### src/rtl/irq_flag_pkg.sv
package irq_flag_pkg;
    localparam int NUM_SRC = 6;
    localparam int SRC_W   = 3;

    typedef enum logic {
        FLAG_IDLE,
        FLAG_PEND
    } flag_state_e;

    typedef enum logic {
        PIN_HIGH,
        PIN_LOW
    } pin_state_e;
endpackage

### src/rtl/irq_pin_sync.sv
module irq_pin_sync
    import irq_flag_pkg::*;
#(
    parameter int STAGES = 2
) (
    input  logic clk,
    input  logic rst_n,
    input  logic pin_n,
    output logic pin_sync,
    output logic fall
);
    logic [STAGES-1:0] sh;
    pin_state_e        st;
    pin_state_e        st_nx;

    always_ff @(posedge clk or negedge rst_n) begin
        if (!rst_n) sh <= '1;
        else        sh <= {sh[STAGES-2:0], pin_n};
    end

    assign pin_sync = sh[STAGES-1];

    always_ff @(posedge clk or negedge rst_n) begin
        if (!rst_n) st <= PIN_HIGH;
        else        st <= st_nx;
    end

    always_comb begin
        st_nx = st;
        fall  = 1'b0;
        unique case (st)
            PIN_HIGH: if (!pin_sync) begin
                st_nx = PIN_LOW;
                fall  = 1'b1;
            end
            PIN_LOW:  if (pin_sync) st_nx = PIN_HIGH;
        endcase
    end

    p_fall_once_r4: assert property (@(posedge clk) disable iff (!rst_n)
        fall |=> !fall)
        else $error("R4: falling-edge pulse lasted more than one cycle");
endmodule

### src/rtl/irq_flag_cell.sv
module irq_flag_cell
    import irq_flag_pkg::*;
(
    input  logic clk,
    input  logic rst_n,
    input  logic set,
    input  logic wr_en,
    input  logic wr_val,
    input  logic clr,
    input  logic lvl_mode,
    input  logic lvl_val,
    output logic q
);
    flag_state_e st;
    flag_state_e st_nx;

    always_ff @(posedge clk or negedge rst_n) begin
        if (!rst_n) st <= FLAG_IDLE;
        else        st <= st_nx;
    end

    always_comb begin
        st_nx = st;
        if (lvl_mode)   st_nx = lvl_val ? FLAG_PEND : FLAG_IDLE;
        else if (set)   st_nx = FLAG_PEND;
        else if (wr_en) st_nx = wr_val ? FLAG_PEND : FLAG_IDLE;
        else if (clr)   st_nx = FLAG_IDLE;
    end

    always_comb begin
        unique case (st)
            FLAG_IDLE: q = 1'b0;
            FLAG_PEND: q = 1'b1;
        endcase
    end

    p_set_wins_r8: assert property (@(posedge clk) disable iff (!rst_n)
        (set && !lvl_mode) |=> q)
        else $error("R8: hardware set lost against write or clear");
endmodule

### src/rtl/irq_flag_ctrl.sv
module irq_flag_ctrl
    import irq_flag_pkg::*;
#(
    parameter int SYNC_STAGES = 2
) (
    input  logic             clk,
    input  logic             rst_n,
    input  logic             tmr0_ovf,
    input  logic             tmr1_ovf,
    input  logic             ext0_pin_n,
    input  logic             ext1_pin_n,
    input  logic             ext2_req,
    input  logic             ext3_req,
    input  logic             ack_valid,
    input  logic [SRC_W-1:0] ack_src,
    input  logic             sfr_wr_tcon,
    input  logic             sfr_wr_aux,
    input  logic [7:0]       sfr_wdata,
    output logic [7:0]       tcon_q,
    output logic [7:0]       aux_q,
    output logic [NUM_SRC-1:0] irq_req
);
    localparam int NUM_PAIR = 2;

    logic [NUM_SRC-1:0]  ack_hit;
    logic [NUM_SRC-1:0]  flags;
    logic [NUM_PAIR-1:0] pin_n;
    logic [NUM_PAIR-1:0] pin_sync;
    logic [NUM_PAIR-1:0] pin_fall;
    logic [NUM_PAIR-1:0] tmr_ovf;
    logic [NUM_PAIR-1:0] aux_req;
    logic [NUM_PAIR-1:0] edge_mode;
    logic [NUM_PAIR-1:0] run_q;

    assign pin_n   = {ext1_pin_n, ext0_pin_n};
    assign tmr_ovf = {tmr1_ovf, tmr0_ovf};
    assign aux_req = {ext3_req, ext2_req};

    for (genvar i = 0; i < NUM_SRC; i++) begin : g_ack
        assign ack_hit[i] = ack_valid && (ack_src == SRC_W'(i));
    end

    always_ff @(posedge clk or negedge rst_n) begin
        if (!rst_n) begin
            edge_mode <= '0;
            run_q     <= '0;
        end else if (sfr_wr_tcon) begin
            edge_mode <= {sfr_wdata[2], sfr_wdata[0]};
            run_q     <= {sfr_wdata[6], sfr_wdata[4]};
        end
    end

    for (genvar g = 0; g < NUM_PAIR; g++) begin : g_pair
        irq_pin_sync #(.STAGES(SYNC_STAGES)) u_sync (
            .clk      (clk),
            .rst_n    (rst_n),
            .pin_n    (pin_n[g]),
            .pin_sync (pin_sync[g]),
            .fall     (pin_fall[g])
        );

        irq_flag_cell u_ext (
            .clk      (clk),
            .rst_n    (rst_n),
            .set      (pin_fall[g]),
            .wr_en    (sfr_wr_tcon),
            .wr_val   (sfr_wdata[2*g+1]),
            .clr      (ack_hit[2*g]),
            .lvl_mode (!edge_mode[g]),
            .lvl_val  (!pin_sync[g]),
            .q        (flags[2*g])
        );

        irq_flag_cell u_tmr (
            .clk      (clk),
            .rst_n    (rst_n),
            .set      (tmr_ovf[g]),
            .wr_en    (sfr_wr_tcon),
            .wr_val   (sfr_wdata[2*g+5]),
            .clr      (ack_hit[2*g+1]),
            .lvl_mode (1'b0),
            .lvl_val  (1'b0),
            .q        (flags[2*g+1])
        );

        irq_flag_cell u_aux (
            .clk      (clk),
            .rst_n    (rst_n),
            .set      (aux_req[g]),
            .wr_en    (sfr_wr_aux),
            .wr_val   (sfr_wdata[g]),
            .clr      (1'b0),
            .lvl_mode (1'b0),
            .lvl_val  (1'b0),
            .q        (flags[4+g])
        );
    end

    assign tcon_q  = {flags[3], run_q[1], flags[1], run_q[0],
                      flags[2], edge_mode[1], flags[0], edge_mode[0]};
    assign aux_q   = {6'b0, flags[5], flags[4]};
    assign irq_req = flags;

    p_tmr_set_r2: assert property (@(posedge clk) disable iff (!rst_n)
        tmr0_ovf |=> tcon_q[5])
        else $error("R2: timer 0 overflow did not set its flag");

    p_tmr_ack_r3: assert property (@(posedge clk) disable iff (!rst_n)
        (ack_valid && ack_src == 3'd3 && !tmr1_ovf && !sfr_wr_tcon) |=> !tcon_q[7])
        else $error("R3: timer 1 flag survived its acknowledge");

    p_level_follow_r6: assert property (@(posedge clk) disable iff (!rst_n)
        !tcon_q[0] |=> (tcon_q[1] == !$past(pin_sync[0])))
        else $error("R6: level-mode flag does not follow pin 0");

    p_aux_hold_r7: assert property (@(posedge clk) disable iff (!rst_n)
        (!ext2_req && !sfr_wr_aux) |=> $stable(aux_q[0]))
        else $error("R7: auxiliary flag 2 changed without set or write");
endmodule

### config.mk
export PLATFORM = sky130hd
export DESIGN_NAME = irq_flag_ctrl
export DESIGN_NICKNAME = d
export VERILOG_FILES = /design/src/rtl/irq_flag_pkg.sv /design/src/rtl/irq_pin_sync.sv /design/src/rtl/irq_flag_cell.sv /design/src/rtl/irq_flag_ctrl.sv
export SDC_FILE = /design/constraint.sdc
export NUM_CORES = 1
export LEC_CHECK = 0
export ABC_AREA = 1
export BUFFER_PORTS_ARGS = -buffer_cell sky130_fd_sc_hd__clkbuf_2
export CORE_ASPECT_RATIO = 1.2
export CORE_UTILIZATION = 42
export DETAILED_ROUTE_END_ITERATION = 8
export PLACE_DENSITY = 0.76
export SLEW_MARGIN = 10
export SYNTH_ARGS = -nofsm -noshare
export SYNTH_HDL_FRONTEND = slang
export SYNTH_SLANG_ARGS = --single-unit
### constraint.sdc
create_clock -name clk -period 1.2 [get_ports clk]
set_clock_uncertainty 0.1 [all_clocks]
set_input_delay 0.24 -clock clk [delete_from_list [all_inputs] [get_ports clk]]
set_output_delay 0.24 -clock clk [all_outputs]
set_load 0.005 [all_outputs]
Word level (Yosys, flattened, before mapping)
Index checks and enable logic that the tools add are counted.
{"block": "totals", "wordCells": 65, "register_bits": 16, "input_bits": 22, "output_inout_bits": 22}
{"block": "op_classes", "n_reduce_logical": 9, "bitwise_logic": 6, "n_mux": 33, "n_eq_ne": 5}
{"operator": "$mux W1", "count": 27}
{"operator": "$pmux W1 S2", "count": 6}
{"operator": "$ne A4 B2 Y1 const B", "count": 2}
{"operator": "$eq A3 B2 Y1 const B", "count": 2}
{"operator": "$not A1 Y1", "count": 6}
{"operator": "$reduce_bool A3 Y1", "count": 2}
{"operator": "$logic_and A1 B1 Y1", "count": 4}
{"operator": "$reduce_bool A2 Y1", "count": 2}
{"operator": "$eq A3 B1 Y1 const B", "count": 1}
{"operator": "$logic_not A3 Y1", "count": 1}

Depth between registers and ports, before layout
{"block": "depth", "word_depth": 6, "mapped_depth": 5, "mapped_depth_nobuf": 5}

By module
Synthesis repeated with hierarchy kept, for this count alone.
{"block": "hier_totals", "hier_cells": 119, "area_unflattened_um2": 857.1}
{"mod": "irq_flag_cell", "n_inst": 6, "area_each_um2": 65.1, "cells_each": 11}
{"mod": "irq_flag_ctrl", "n_inst": 1, "area_each_um2": 296.5, "cells_each": 43}
{"mod": "irq_pin_sync", "n_inst": 2, "area_each_um2": 85.1, "cells_each": 5}

Worst setup path after synthesis
No wires, ideal clock.
{"block": "synth_timing", "path_kind": "register to register", "from": "register g_pair[0].u_sync.sh[1]", "to": "register g_pair[0].u_ext.st", "required_time_ps": 983, "setup_ps": 117, "setup_slack_ps": 274, "path_stages_with_launch": 6, "arrival_ps": 708, "path_cell_list": "dfstp_2 inv_1 nand2_1 nand2_1 inv_1 nand2_1"}
{"block": "synth_via", "elab_chain_len": 4, "elab_cells_between_ends": 5}
{"item": "start, declared", "line": "irq_pin_sync.sv:12", "text": "logic [STAGES-1:0] sh;"}
{"item": "start signal, assigned", "line": "irq_pin_sync.sv:18", "text": "else sh <= {sh[STAGES-2:0], pin_n};"}
{"item": "$mux W1 *"}
{"item": "net g_pair[0].u_sync.st_nx", "line": "irq_pin_sync.sv:14", "text": "pin_state_e st_nx;"}
{"item": "$mux W1", "line": "irq_pin_sync.sv:31", "text": "unique case (st)"}
{"item": "$mux W1", "line": "irq_flag_cell.sv:25", "text": "else if (set) st_nx = FLAG_PEND;"}
{"item": "$mux W1", "line": "irq_flag_cell.sv:24", "text": "if (lvl_mode) st_nx = lvl_val ? FLAG_PEND : FLAG_IDLE;"}
{"item": "end signal, assigned", "line": "irq_flag_cell.sv:19", "text": "else st <= st_nx;"}
{"item": "end, declared", "line": "irq_flag_cell.sv:14", "text": "flag_state_e st;"}
Mark *: on every way through the listed nets, which the timed path passes. The rest lies on a longest branch.
A chain may end at the register's enable or synchronous reset.

Worst setup path after layout
{"block": "layout_timing", "from": "register edge_mode[0]", "to": "output tcon_q[0]"}
{"item": "start, declared", "line": "irq_flag_ctrl.sv:32", "text": "logic [NUM_PAIR-1:0] edge_mode;"}
{"item": "start signal, assigned", "line": "irq_flag_ctrl.sv:48", "text": "edge_mode <= {sfr_wdata[2], sfr_wdata[0]};"}
{"item": "end, declared", "line": "irq_flag_ctrl.sv:19", "text": "output logic [7:0] tcon_q,"}
No word-level cell between the ends.

==> results.sh <==
export IMPL_status="finished clean"
export IMPL_power_frac_seq=0.534
export IMPL_hold_path_class="input pin to register"
export IMPL_r2r_end="g_pair[1].u_ext.st$_DFFE_PN0P_"
export IMPL_internal_power_w=0.0008588
export IMPL_num_nets_final=149
export IMPL_drt_wl_total_um=1478
export IMPL_clkSlewWorstSetupHoldPaths_ns=0.09
export IMPL_cts_inserted_buffers=3
export IMPL_dr_pass1_iters=4
export IMPL_drv_cap=0
export IMPL_htree_levels=1
export IMPL_min_to="g_pair[1].u_aux.st$_DFFE_PN0P_"
export IMPL_fin_hold_ws_ns=0.04955
export IMPL_hpwl_um=1164
export IMPL_fmax_mhz=858.9
export IMPL_arrival_ns=0.82
export IMPL_die_area_um2=2061
export IMPL_fin_crit_ns=1.164
export IMPL_cts_root_buffer="clkbuf_4"
export IMPL_syn_instance_count=94
export IMPL_wl_per_cell_um=10.26
export IMPL_grt_pass1_wl_um=2352
export IMPL_holdPathStages=3
export IMPL_pwr_share_comb=0.162
export IMPL_grt_usage=0.1563
export IMPL_fp_dieW_um=41.61
export IMPL_rows=16
export IMPL_grt_setup_unrepaired="false"
export IMPL_ys_types=12
export IMPL_worstHoldStart="ext3_req"
export IMPL_maxSlewViolCount=0
export IMPL_p_sw_w=0.0002820
export IMPL_p_per_area_nw_per_um2=1198
export IMPL_synth_warnings=0
export IMPL_synth_avg_cell_area_um2=8.412
export IMPL_swShare=0.2472
export IMPL_io_buffers=37
export IMPL_r2r_start="g_pair[1].u_sync.sh[1]$_DFF_PN1_"
export IMPL_start_util=0.4647
export IMPL_critical_path_max_fanout=4
export IMPL_synth_cell_area_um2=790.8
export IMPL_crit_required_ns=0.86
export IMPL_critical_path_buf_inv_count=1
export IMPL_r2r_setup_slack_ns=0.21
export IMPL_core_area_um2=1702
export IMPL_worstSkewPairLatency_ns=0.28
export IMPL_worst_setup_path_end_kind="output port"
export IMPL_antenna_found_initial=0
export IMPL_die_h_um=49.53
export IMPL_io_pins=44
export IMPL_p_clk_frac=0.304
export IMPL_leakage_nw=0.5660
export IMPL_via_count=635
export IMPL_route_detailed_drc=0
export IMPL_setup_viol=0
export IMPL_hold_viol=0
export IMPL_synth_most_common_cell="nand2_1"
export IMPL_p_total_w=0.001141
export IMPL_fin_crit_sh=0.9702
export IMPL_design_area_um2=952.2
export IMPL_reg2reg_depth=4
export IMPL_cts_buffer_depth=2
export IMPL_grt_pass1_vias=571
export IMPL_ys_async_sr_fraction=1.000
export IMPL_routabilityCongestion=0.7259
export IMPL_synth_commonest_cells="26 x nand2_1, 18 x buf_4, 12 x dfrtp_1"
export IMPL_syn_to_final_growth_pct=20.41
export IMPL_fin_setup_tns_ns=0
export IMPL_path_class="register to output port"
export IMPL_worstPathCellList="clkbuf_2"
export IMPL_yosysTopAreaCell="dfrtp_1"
export IMPL_drive_gt1_frac=0.3810
export IMPL_grt_ovfl_total=0
export IMPL_yosys_most_used_dff="dfrtp_1"
export IMPL_slowest_stage="dfrtp_1"
export IMPL_synthTopCellsByArea="dfrtp_1 38%, buf_4 17%, dfstp_2 13%"
export IMPL_vias_per_cell=4.410
export IMPL_crit_path_start_kind="register"
export IMPL_cts_tree="yes"
export IMPL_placed_area_um2=870.8
export IMPL_critPathTopFamily="flip-flops"
export IMPL_antenna_cells=0
export IMPL_cts_sinks=16
export IMPL_cp_slowest_stage_delay_ns=0.41
export IMPL_synth_seq_cells=16
export IMPL_synth_edf_count=0
export IMPL_grt_max_degree=17
export IMPL_yosysTopAreaCellShare=0.3797
export IMPL_vdd_drop_max_uv=854.0
export IMPL_drtAntennaViolNets=0
export IMPL_ys_seq_area_frac=0.5127
export IMPL_drtIter0Drc=15
## power groups by stage
stage | registers [W] | clock network [W] | logic (W)
after CTS | 0.000610 | 0.000355 | 0.000178
after detailed placement | 0.000620 | 0 | 0.000169
after global placement | 0.000618 | 0 | 0.000163
final | 0.000609 | 0.000346 | 0.000185
after global routing | 0.000615 | 0.000379 | 0.000209
after floorplan | 0.000616 | 0 | 0.000128
## how the worst max path moves through the flow
stage	startpoint	endpoint	slack (ns)	cells past startpoint
after floorplan	g_pair[0].u_sync.sh[1]$_DFF_PN1_	g_pair[0].u_ext.st$_DFFE_PN0P_	0.27	5
after global placement	sfr_wr_tcon	g_pair[1].u_ext.st$_DFFE_PN0P_	0.20	6
after detailed placement	sfr_wr_tcon	g_pair[0].u_ext.st$_DFFE_PN0P_	0.15	6
after CTS	edge_mode[1]$_DFFE_PN0P_	tcon_q[2]	0.03	1
after global routing	g_pair[0].u_aux.st$_DFFE_PN0P_	aux_q[0]	0.008	1
final	edge_mode[0]$_DFFE_PN0P_	tcon_q[0]	0.04	1
## cell type report
cell class,instances,area [µm²]
fill,161,749.5
sequential,16,405.4
clock buffer,4,36.28
timing repair buffer,42,230.2
inverter,11,41.29
multi-input combinational,53,216.5
tap,18,22.52
## layer usage
layer  vias to the layer above  routed length, µm  track usage
li1                        324                  -            -
met1                       282                587       0.1615
met2                        24                780       0.2813
met3                         5                 65      0.03297
met4                         0                 44      0.09677
met5                         -                  0            0
## logic make-up (layout without fill, tap and decap cells)
logic type / after synthesis / in the layout / share of synthesized area
flops: 16 / 16 / 0.5127
other cells: 1 / 6 / 0.004742
buf+inv: 30 / 57 / 0.2373
simple gates: 41 / 41 / 0.2073
compound gates: 6 / 6 / 0.03798
## through the flow
step                        util  std cells  worst slack [ns]
after floorplan                -         99            0.2742
after global placement    0.5118        135            0.1971
after detailed placement  0.5118        135            0.1521
after CTS                 0.5507        142           0.02915
after global routing      0.5596        144          0.008085
final                     0.5596        144           0.03571
## state kept, by name (all words and copies together) (netlist names)
signal / flops
edge_mode: 2
g_pair.u_aux.st: 2
g_pair.u_ext.st: 2
g_pair.u_sync.sh: 4
g_pair.u_sync.st: 2
g_pair.u_tmr.st: 2
run_q: 2
## what timing repair did
| action | CTS | global route |
|---|---|---|
| gates resized for setup | 0 | 0 |
| endpoints found under the setup margin | 0 | 1 |
| endpoints found under the hold margin | 14 | 0 |
| hold buffers | 3 | 0 |
| buffers inserted | 0 | 2 |
## cell usage in the layout, fill, tap and decap left out
cell | netlist | layout
nor2_1 | 8 | 8
buf_4 | 18 | 2
clkbuf_4 | 0 | 3
clkbuf_8 | 0 | 1
o21ai_0 | 2 | 2
nand3_1 | 6 | 6
dlygate4sd3_1 | 0 | 3
clkbuf_2 | 0 | 37
nand2_1 | 26 | 26
conb_1 | 1 | 6
dfrtp_1 | 12 | 12
inv_1 | 11 | 11
nor2_2 | 1 | 1
dfstp_2 | 4 | 4
a21oi_1 | 4 | 4
Note: power is estimated with default switching activity, not from simulation.
